`config.mk`:
```
export PLATFORM = sky130hd
export DESIGN_NAME = dpwm_clamp_sel
export DESIGN_NICKNAME = d
export VERILOG_FILES = /design/src/rtl/dpwm_clamp_pkg.sv /design/src/rtl/dpwm_cur_rank.sv /design/src/rtl/dpwm_clamp_pick.sv /design/src/rtl/dpwm_clamp_sel.sv
export SDC_FILE = /design/constraint.sdc
export NUM_CORES = 1
export LEC_CHECK = 0
export ABC_AREA = 1
export BUFFER_PORTS_ARGS = -buffer_cell sky130_fd_sc_hd__clkbuf_2
export CAP_MARGIN = 10
export CORE_ASPECT_RATIO = 0.8
export CORE_MARGIN = 10
export CORE_UTILIZATION = 35
export DETAILED_ROUTE_END_ITERATION = 7
export PLACE_DENSITY_LB_ADDON = 0.12
export SLEW_MARGIN = 30
export SYNTH_ARGS = -nofsm -noshare
export SYNTH_HDL_FRONTEND = slang
export SYNTH_HIERARCHICAL = 1
export SYNTH_SLANG_ARGS = --single-unit
```
`constraint.sdc`:
```
create_clock -name clk -period 7.3 [get_ports clk]
set_input_delay 0.73 -clock clk [delete_from_list [all_inputs] [get_ports clk]]
set_output_delay 0.73 -clock clk [all_outputs]
set_load 0.01 [all_outputs]
```
`src/rtl/dpwm_clamp_pkg.sv`:
```
package dpwm_clamp_pkg;
  localparam int NPH   = 3;
  localparam int IDX_W = 2;

  typedef logic [IDX_W-1:0] phase_t;

  typedef enum logic [1:0] {
    RULE_NONE     = 2'b00,
    RULE_PRIMARY  = 2'b01,
    RULE_SECOND   = 2'b10,
    RULE_FALLBACK = 2'b11
  } rule_e;
endpackage

```
`src/rtl/dpwm_cur_rank.sv`:
```
module dpwm_cur_rank
  import dpwm_clamp_pkg::*;
#(
  parameter int CUR_W = 12
) (
  input  logic [NPH*CUR_W-1:0] cur_flat,
  output phase_t               first_idx,
  output phase_t               second_idx
);
  logic [CUR_W-1:0] mag   [NPH];
  phase_t           place [NPH];

  generate
    for (genvar p = 0; p < NPH; p++) begin : g_mag
      logic signed [CUR_W-1:0] raw;
      assign raw    = cur_flat[p*CUR_W +: CUR_W];
      assign mag[p] = raw[CUR_W-1] ? (~raw + 1'b1) : raw;
    end
  endgenerate

  // place = number of phases that outrank this one (ties go to lower index)
  always_comb begin
    for (int p = 0; p < NPH; p++) begin
      place[p] = '0;
      for (int q = 0; q < NPH; q++) begin
        if (q != p && ((mag[q] > mag[p]) || (mag[q] == mag[p] && q < p)))
          place[p] = place[p] + 1'b1;
      end
    end
  end

  always_comb begin
    first_idx  = '0;
    second_idx = '0;
    for (int p = 0; p < NPH; p++) begin
      if (place[p] == phase_t'(0)) first_idx  = phase_t'(p);
      if (place[p] == phase_t'(1)) second_idx = phase_t'(p);
    end
  end
endmodule

```
`src/rtl/dpwm_clamp_pick.sv`:
```
module dpwm_clamp_pick
  import dpwm_clamp_pkg::*;
#(
  parameter int FRAC_W = 8
) (
  input  logic [NPH*(FRAC_W+1)-1:0] sig_flat,
  input  phase_t                    max_sel,
  input  phase_t                    min_sel,
  input  phase_t                    first_idx,
  input  phase_t                    second_idx,
  output logic signed [FRAC_W+1:0]  offset,
  output phase_t                    clamp_phase,
  output rule_e                     rule
);
  localparam int SIG_W = FRAC_W + 1;
  localparam int OFF_W = FRAC_W + 2;
  localparam logic [OFF_W-1:0] ONE = OFF_W'(1) << FRAC_W;

  logic [SIG_W-1:0]        sig [NPH];
  logic [SIG_W-1:0]        sig_max, sig_min;
  logic signed [OFF_W-1:0] hi_off, lo_off;

  generate
    for (genvar p = 0; p < NPH; p++) begin : g_sig
      assign sig[p] = sig_flat[p*SIG_W +: SIG_W];
    end
  endgenerate

  always_comb begin
    sig_max = '0;
    sig_min = '0;
    for (int p = 0; p < NPH; p++) begin
      if (max_sel == phase_t'(p)) sig_max = sig[p];
      if (min_sel == phase_t'(p)) sig_min = sig[p];
    end
  end

  assign hi_off = $signed(ONE - {1'b0, sig_max});
  assign lo_off = -$signed({1'b0, sig_min});

  always_comb begin
    if (first_idx == max_sel) begin
      offset = hi_off; clamp_phase = first_idx;  rule = RULE_PRIMARY;
    end else if (first_idx == min_sel) begin
      offset = lo_off; clamp_phase = first_idx;  rule = RULE_PRIMARY;
    end else if (second_idx == max_sel) begin
      offset = hi_off; clamp_phase = second_idx; rule = RULE_SECOND;
    end else if (second_idx == min_sel) begin
      offset = lo_off; clamp_phase = second_idx; rule = RULE_SECOND;
    end else if (hi_off < $signed({1'b0, sig_min})) begin
      offset = hi_off; clamp_phase = max_sel;    rule = RULE_FALLBACK;
    end else begin
      offset = lo_off; clamp_phase = min_sel;    rule = RULE_FALLBACK;
    end
  end
endmodule

```
`src/rtl/dpwm_clamp_sel.sv`:
```
module dpwm_clamp_sel
  import dpwm_clamp_pkg::*;
#(
  parameter int CUR_W  = 12,
  parameter int FRAC_W = 8
) (
  input  logic                     clk,
  input  logic                     rst,
  input  logic                     in_valid,
  input  logic signed [CUR_W-1:0]  cur_a,
  input  logic signed [CUR_W-1:0]  cur_b,
  input  logic signed [CUR_W-1:0]  cur_c,
  input  logic [FRAC_W:0]          sig_a,
  input  logic [FRAC_W:0]          sig_b,
  input  logic [FRAC_W:0]          sig_c,
  input  logic [1:0]               max_sel,
  input  logic [1:0]               min_sel,
  output logic                     out_valid,
  output logic signed [FRAC_W+1:0] offset,
  output logic [1:0]               clamp_phase,
  output logic [1:0]               rule
);
  localparam int SIG_W = FRAC_W + 1;
  localparam int OFF_W = FRAC_W + 2;

  // stage 1: magnitude ranking
  phase_t                   rank_first, rank_second;
  logic                     s1_valid;
  phase_t                   s1_first, s1_second, s1_max, s1_min;
  logic [NPH*SIG_W-1:0]     s1_sig;

  dpwm_cur_rank #(.CUR_W(CUR_W)) u_rank (
    .cur_flat  ({cur_c, cur_b, cur_a}),
    .first_idx (rank_first),
    .second_idx(rank_second)
  );

  always_ff @(posedge clk) begin
    if (rst) begin
      s1_valid  <= 1'b0;
      s1_first  <= '0;
      s1_second <= '0;
      s1_max    <= '0;
      s1_min    <= '0;
      s1_sig    <= '0;
    end else begin
      s1_valid <= in_valid;
      if (in_valid) begin
        s1_first  <= rank_first;
        s1_second <= rank_second;
        s1_max    <= max_sel;
        s1_min    <= min_sel;
        s1_sig    <= {sig_c, sig_b, sig_a};
      end
    end
  end

  // stage 2: clamp decision
  logic signed [OFF_W-1:0] pick_off;
  phase_t                  pick_phase;
  rule_e                   pick_rule;

  dpwm_clamp_pick #(.FRAC_W(FRAC_W)) u_pick (
    .sig_flat   (s1_sig),
    .max_sel    (s1_max),
    .min_sel    (s1_min),
    .first_idx  (s1_first),
    .second_idx (s1_second),
    .offset     (pick_off),
    .clamp_phase(pick_phase),
    .rule       (pick_rule)
  );

  always_ff @(posedge clk) begin
    if (rst) begin
      out_valid   <= 1'b0;
      offset      <= '0;
      clamp_phase <= '0;
      rule        <= RULE_NONE;
    end else begin
      out_valid <= s1_valid;
      if (s1_valid) begin
        offset      <= pick_off;
        clamp_phase <= pick_phase;
        rule        <= pick_rule;
      end
    end
  end
endmodule

```
# Yosys cells after proc, flatten, opt, wreduce, memory -nomap -nowiden

Cells that the tools add are included.

Muxes and demuxes: 31
Magnitude comparators: 5
Equal/unequal tests: 13
Add/subtract/negate cells: 7
Bitwise logic cells: 3
Reduce and logical (&&, ||, !) cells: 7

Operators by type and width:

| operator                                            | number |
|---|---|
| 2-to-1 mux 9 bit                                    | 6 |
| 2-to-1 mux 10 bit                                   | 5 |
| > comparator 12 bit                                 | 4 |
| adder 12 x 1 -> 12 bit, second input constant       | 3 |
| equality test 12 bit                                | 3 |
| 2-to-1 mux 12 bit                                   | 3 |
| NOT 12 bit                                          | 3 |
| 2-to-1 mux 2 bit                                    | 12 |
| less-than comparator 10 bit                         | 1 |
| negation 9 -> 10 bit                                | 1 |
| subtractor 9 x 9 -> 10 bit, first input constant    | 1 |
| equality test 2 x 1 -> 1 bit, second input constant | 4 |
| equality test 2 bit                                 | 4 |
| logical NOT 2 bit                                   | 4 |
| 2-to-1 mux 1 bit                                    | 5 |
| adder 2 x 1 -> 2 bit, second input constant         | 2 |
| equality test 2 bit, second input constant          | 2 |
| logical OR 1 bit                                    | 3 |

Flip-flop bits (word level): 51
Output and inout bits: 15
Word-level logic and storage cells: 76

# Logic depth before layout (Yosys ltp)

Word-level depth: 11
Depth in mapped cells: 32
Mapped depth without buffers: 32

# Modules after synthesis

The synthesis kept the hierarchy.

Modules (own cells, without submodules):

| module          | cells an instance | sequential area each (um2) | area an instance (um2) | instances |
|---|---|---|---|---|
| dpwm_clamp_sel  | 317               | 1,021.0                    | 2,142.1                | 1 |
| dpwm_cur_rank   | 290               | 0.0                        | 1,773.0                | 1 |
| dpwm_clamp_pick | 248               | 0.0                        | 1,311.3                | 1 |

# Worst setup path after synthesis

Ideal clock, no wire load.

Kind: reg-to-reg
Start point: reg s1_max[0]
End point: reg offset[5]
Path slack: 4.282 ns
Setup time: 0.113 ns
Required time: 7.187 ns
Cell stages (with the launch flop): 30
Clock period less this slack: 3.018 ns
Arrival: 2.905 ns
Cells stage by stage: dfxtp_1 inv_2 nor2_2 nand2_1 nand3_2 inv_1 ha_1 nand2_1 xnor2_1 inv_1 ha_1 inv_1 o31a_1 nand2_1 nand2_1 nand2_1 nand2_1 nand2_1 nand2_2 nand2_1 nand2_2 nand2_4 nand2_4 buf_8 nand2_1 o21ai_2 inv_1 nand2_1 nand2_1 nor2_1

Longest elaborated chain between the ends: 11
Elaborated cells between the ends (all ways): 15
Classes of those cells: add/sub (1); order compare (1); eq/ne (4); mux (8); reduce/logical (1)

RTL lines:

| item                          | RTL line              | source |
|---|---|---|
| start: declaration            | dpwm_clamp_sel.sv:29  | `phase_t s1_first, s1_second, s1_max, s1_min;` |
| start signal: assignment      | dpwm_clamp_sel.sv:51  | `s1_max <= max_sel;` |
| logical NOT 2 bit             | dpwm_clamp_pick.sv:33 | `if (max_sel == phase_t'(p)) sig_max = sig[p];` |
| 2-to-1 mux 9 bit (3 in a row) | dpwm_clamp_pick.sv:33 |  |
| subtractor 9 x 9 -> 10 bit    | dpwm_clamp_pick.sv:38 | `assign hi_off = $signed(ONE - {1'b0, sig_max});` |
| less-than comparator 10 bit   | dpwm_clamp_pick.sv:50 | `end else if (hi_off < $signed({1'b0, sig_min})) begin` |
| 2-to-1 mux 10 bit             | dpwm_clamp_pick.sv:50 |  |
| 2-to-1 mux 10 bit             | dpwm_clamp_pick.sv:48 | `end else if (second_idx == min_sel) begin` |
| 2-to-1 mux 10 bit             | dpwm_clamp_pick.sv:46 | `end else if (second_idx == max_sel) begin` |
| 2-to-1 mux 10 bit             | dpwm_clamp_pick.sv:44 | `end else if (first_idx == min_sel) begin` |
| 2-to-1 mux 10 bit (*)         | dpwm_clamp_pick.sv:42 | `if (first_idx == max_sel) begin` |
| named net pick_off[5]         | dpwm_clamp_sel.sv:59  | `logic signed [OFF_W-1:0] pick_off;` |
| end signal: assignment        | dpwm_clamp_sel.sv:83  | `offset <= pick_off;` |
| end: declaration              | dpwm_clamp_sel.sv:19  | `output logic signed [FRAC_W+1:0] offset,` |

The timed path passes the listed nets; every way through them passes the cells marked *.
A chain may end at the register's enable or synchronous reset.

# Final worst setup path

Start point: reg s1_min[1]
End point: reg offset[2]

Longest elaborated chain between the ends: 10
Elaborated cells between the ends (all ways): 15
Classes of those cells: add/sub (1); order compare (1); eq/ne (4); mux (8); reduce/logical (1)

RTL lines:

| item                                                                | RTL line                                     | source |
|---|---|---|
| start: declaration                                                  | dpwm_clamp_sel.sv:29                         |  |
| start signal: assignment                                            | dpwm_clamp_sel.sv:52                         | `s1_min <= min_sel;` |
| logical NOT 2 bit                                                   | dpwm_clamp_pick.sv:34                        | `if (min_sel == phase_t'(p)) sig_min = sig[p];` |
| 2-to-1 mux 9 bit (3 in a row)                                       | dpwm_clamp_pick.sv:34                        |  |
| negation 9 -> 10 bit or less-than comparator 10 bit (tied branches) | dpwm_clamp_pick.sv:39, dpwm_clamp_pick.sv:50 |  |
| 2-to-1 mux 10 bit                                                   | dpwm_clamp_pick.sv:50                        |  |
| 2-to-1 mux 10 bit                                                   | dpwm_clamp_pick.sv:48                        |  |
| 2-to-1 mux 10 bit                                                   | dpwm_clamp_pick.sv:46                        |  |
| 2-to-1 mux 10 bit (*)                                               | dpwm_clamp_pick.sv:44                        |  |
| 2-to-1 mux 10 bit (*)                                               | dpwm_clamp_pick.sv:42                        |  |
| named net pick_off[2]                                               | dpwm_clamp_sel.sv:59                         |  |

Marks and branches as above.

==> impl_results.md <==
* Worst path arrival time at 3770 ps
* Commonest non-fill, non-tap cell in the layout: nand2_1
* Area Growth Syn to Fin at 12.93%
* Total track usage at 13.74%
* PortBufs at 84
* Pint at 634.9 uW
* # hold bufs at CTS at 0
* Peak supply drop at 0.08893 mV
* CTS root buf: clkbuf_16
* Placer Congestion at 0.8534
* Fmax at 279.0 MHz
* CTS Sinks at 51
* Final setup viols at 0
* Syn avg cell area at 6.113 sq um
* Htree depth at 2
* Syn Inst Count at 855
* Total power at 1042 uW
* Slew Viols, Final at 0
* Max_cap viols at 0
* Via count at 4943
* Post-CTS setup buffer count at 0
* Power share of the clock group at 25.7%
* Hold/Removal Path Class: reg -> reg
* Sw frac at 39.09%
* Synthesized area at 5226 sq um
* Latest clock arrival within the worst-skew pair at 300 ps
* Largest net degree at the start of global routing at 72
* CP Capture Type: register
* # resized after CTS at 0
* WL/cell at 12.34 um
* Final ANT Viol Nets at 0
* Register area share after synthesis at 19.54%
* HPWL Detailed at 11.55 mm
* #FFs+latches synth at 51
* GRT overflow at 0
* Die width at 156.6 um
* I/O pin total at 85
* Least-Margin Pin Slew at 873.2 ps
* Vias in the first global route at 4618
* Net Sw Power at 407.5 uW
* Worst Path Required at 7490 ps
* CP Max Fanout at 15
* Layout Nets at 1046
* WS Path Type: reg -> reg
* Syn. warnings at 6
* Initial core utilization at 36.18%
* Die height at 129.3 um
* Final Hold Fails at 0
* First-pass GRT wire length at 23.03 mm
* Primary FF master, synth: dfxtp_1
* RSZ-0062 raised after global routing: false
* Unique masters post-synth at 51
* Vias per cell at 4.437
* Total wire length at 13.75 mm
* Die area at 20250 sq um
* Startpoint types: register
* Syn_nets at 972
* Asr flop ratio synth at 0%
* Slew HR at 41.70%
* DRC errors left at 0
* Power density cells at 176.6 nW/um^2
* Clock buffer depth at 2
* Fraction of layout cells with a size suffix above 1 at 19.14%
* # diodes at 0
* Initial antenna violation count at 0
* Row cnt at 39
* Most frequent cells in the layout: nand2_1, inv_1, nor2_1
* Fin crit share at 49.09%
* Status: finished, final reports clean
* P_leak at 0.003325 uW
* Number of synthesized flops with an enable pin at 0
* Drt first pass iters at 5
* Sequential Power Share at 30.7%
* Minimum clock period at 3584 ps
* Hold WS at 470.3 ps
* TNS Setup at 0 ps
* CTS tree: built
* Area of the core at 14440 sq um
* TritonCTS Buffers at 5
* Clk slew on worst S/H paths at 70 ps
* Setup Skew at 7.415 ps
* Comb power frac at 43.6%
* DR iter-0 viols at 262
==> state kept, by name, summed over array words and instances (netlist names) <==
register,cells
s1_sig,27
offset,10
clamp_phase,2
rule,2
s1_first,2
s1_max,2
s1_min,2
s1_second,2
out_valid,1
s1_valid,1
==> power by group through the flow <==
stage | clock [uW] | combinational, uW | sequential [uW]
after floorplan | 0 | 354 | 322
after global placement | 0 | 455 | 326
after detailed placement | 0 | 455 | 326
after CTS | 276 | 457 | 320
after global routing | 293 | 535 | 324
final | 268 | 454 | 320
==> worst max-delay path: stages (launching register included) <==
cell and delay [ps]:
dfxtp_1 460, inv_1 170, nor2_1 410, inv_1 170, o211ai_1 410, inv_1 110
ha_1 320, a21oi_1 140, o31a_1 140, nand2_1 60, nand2_1 60, nand2_1 50
nand2_1 50, nand2_1 60, nand2_2 80, nand2_1 70, nand2_2 90, nand2_4 80
nand2_4 170, nand2_1 80, nand2_1 60, inv_1 40, inv_1 40, nand2_1 40
nand2_1 80, nor2_1 50
==> area by class of cell <==
| class | count | area (sq um) |
|---|---|---|
| repair buffers | 85 | 427.9 |
| inverters | 172 | 648.1 |
| clock inverters | 3 | 43.79 |
| fillers | 1628 | 8542 |
| multi-input cells | 614 | 3405 |
| well taps | 184 | 230.2 |
| flip-flops and latches | 51 | 1022 |
| clock buffers | 5 | 125.1 |
==> cell families (layout without fill, tap and decap cells) <==
family,count (synthesis),count (layout),share of synthesized area [%]
compound gates,65,65,8.164
xor+xnor,33,33,5.530
fa+ha+maj,47,47,11.25
buf+inv,190,265,15.32
flops,51,51,19.54
simple gates,469,469,40.20
==> through the flow <==
stage          cell area (sq um)  instances  utilization (%)  worst slack, ps
2_1_floorplan               5226        855                -             4282
3_3_place_gp                5732       1106            39.68             3704
3_5_place_dp                5732       1106            39.68             3673
4_1_cts                     5901       1114            40.85             3739
5_1_grt                     5902       1114            40.86             3224
6_report                    5902       1114            40.86             3716
==> routing by layer <==
layer  routed length, um  global-route usage, %
met1                8047                  21.83
met3                 730                  2.745
met5                   0                      0
met4                  78                  2.050
met2                4894                  18.40
==> cell usage after synthesis, types with 3 or more instances <==
| library cell | instances | share of area (%) |
|---|---|---|
| dfxtp_1 | 51 | 20 |
| a21oi_1 | 18 | 1.7 |
| inv_1 | 159 | 11 |
| xnor2_1 | 8 | 1.3 |
| nor3_1 | 9 | 0.86 |
| nand2_1 | 223 | 16 |
| nand2_2 | 25 | 3.0 |
| ha_1 | 47 | 11 |
| o21ai_2 | 5 | 0.84 |
| o21ai_1 | 3 | 0.29 |
| o211ai_1 | 5 | 0.72 |
| inv_2 | 11 | 0.79 |
| nor4_1 | 5 | 0.60 |
| o21ai_0 | 12 | 1.1 |
| nand3_2 | 6 | 1.1 |
| buf_6 | 4 | 0.86 |
| buf_4 | 7 | 1.0 |
| nand2_4 | 4 | 0.86 |
| nand3_1 | 31 | 3.0 |
| o221ai_1 | 3 | 0.50 |
| xor2_1 | 25 | 4.2 |
| nor2_1 | 127 | 9.1 |
| buf_2 | 5 | 0.48 |
| nand4_1 | 6 | 0.72 |
| nor2_2 | 21 | 2.5 |
==> final timing paths <==
| path | from | end | slack (ps) | cells after the start |
|---|---|---|---|---|
| hold / removal | offset[7]$_SDFFE_PP0P_ | offset[7]$_SDFFE_PP0P_ | 470 | 2 |
| setup / recovery | s1_min[1]$_SDFFE_PP0P_ | offset[2]$_SDFFE_PP0P_ | 3720 | 25 |
| hold reg to reg | offset[7]$_SDFFE_PP0P_ | offset[7]$_SDFFE_PP0P_ | 470 | 2 |
| setup reg to reg | s1_min[1]$_SDFFE_PP0P_ | offset[2]$_SDFFE_PP0P_ | 3720 | 25 |
Note: power is estimated with default switching activity, not from simulation.
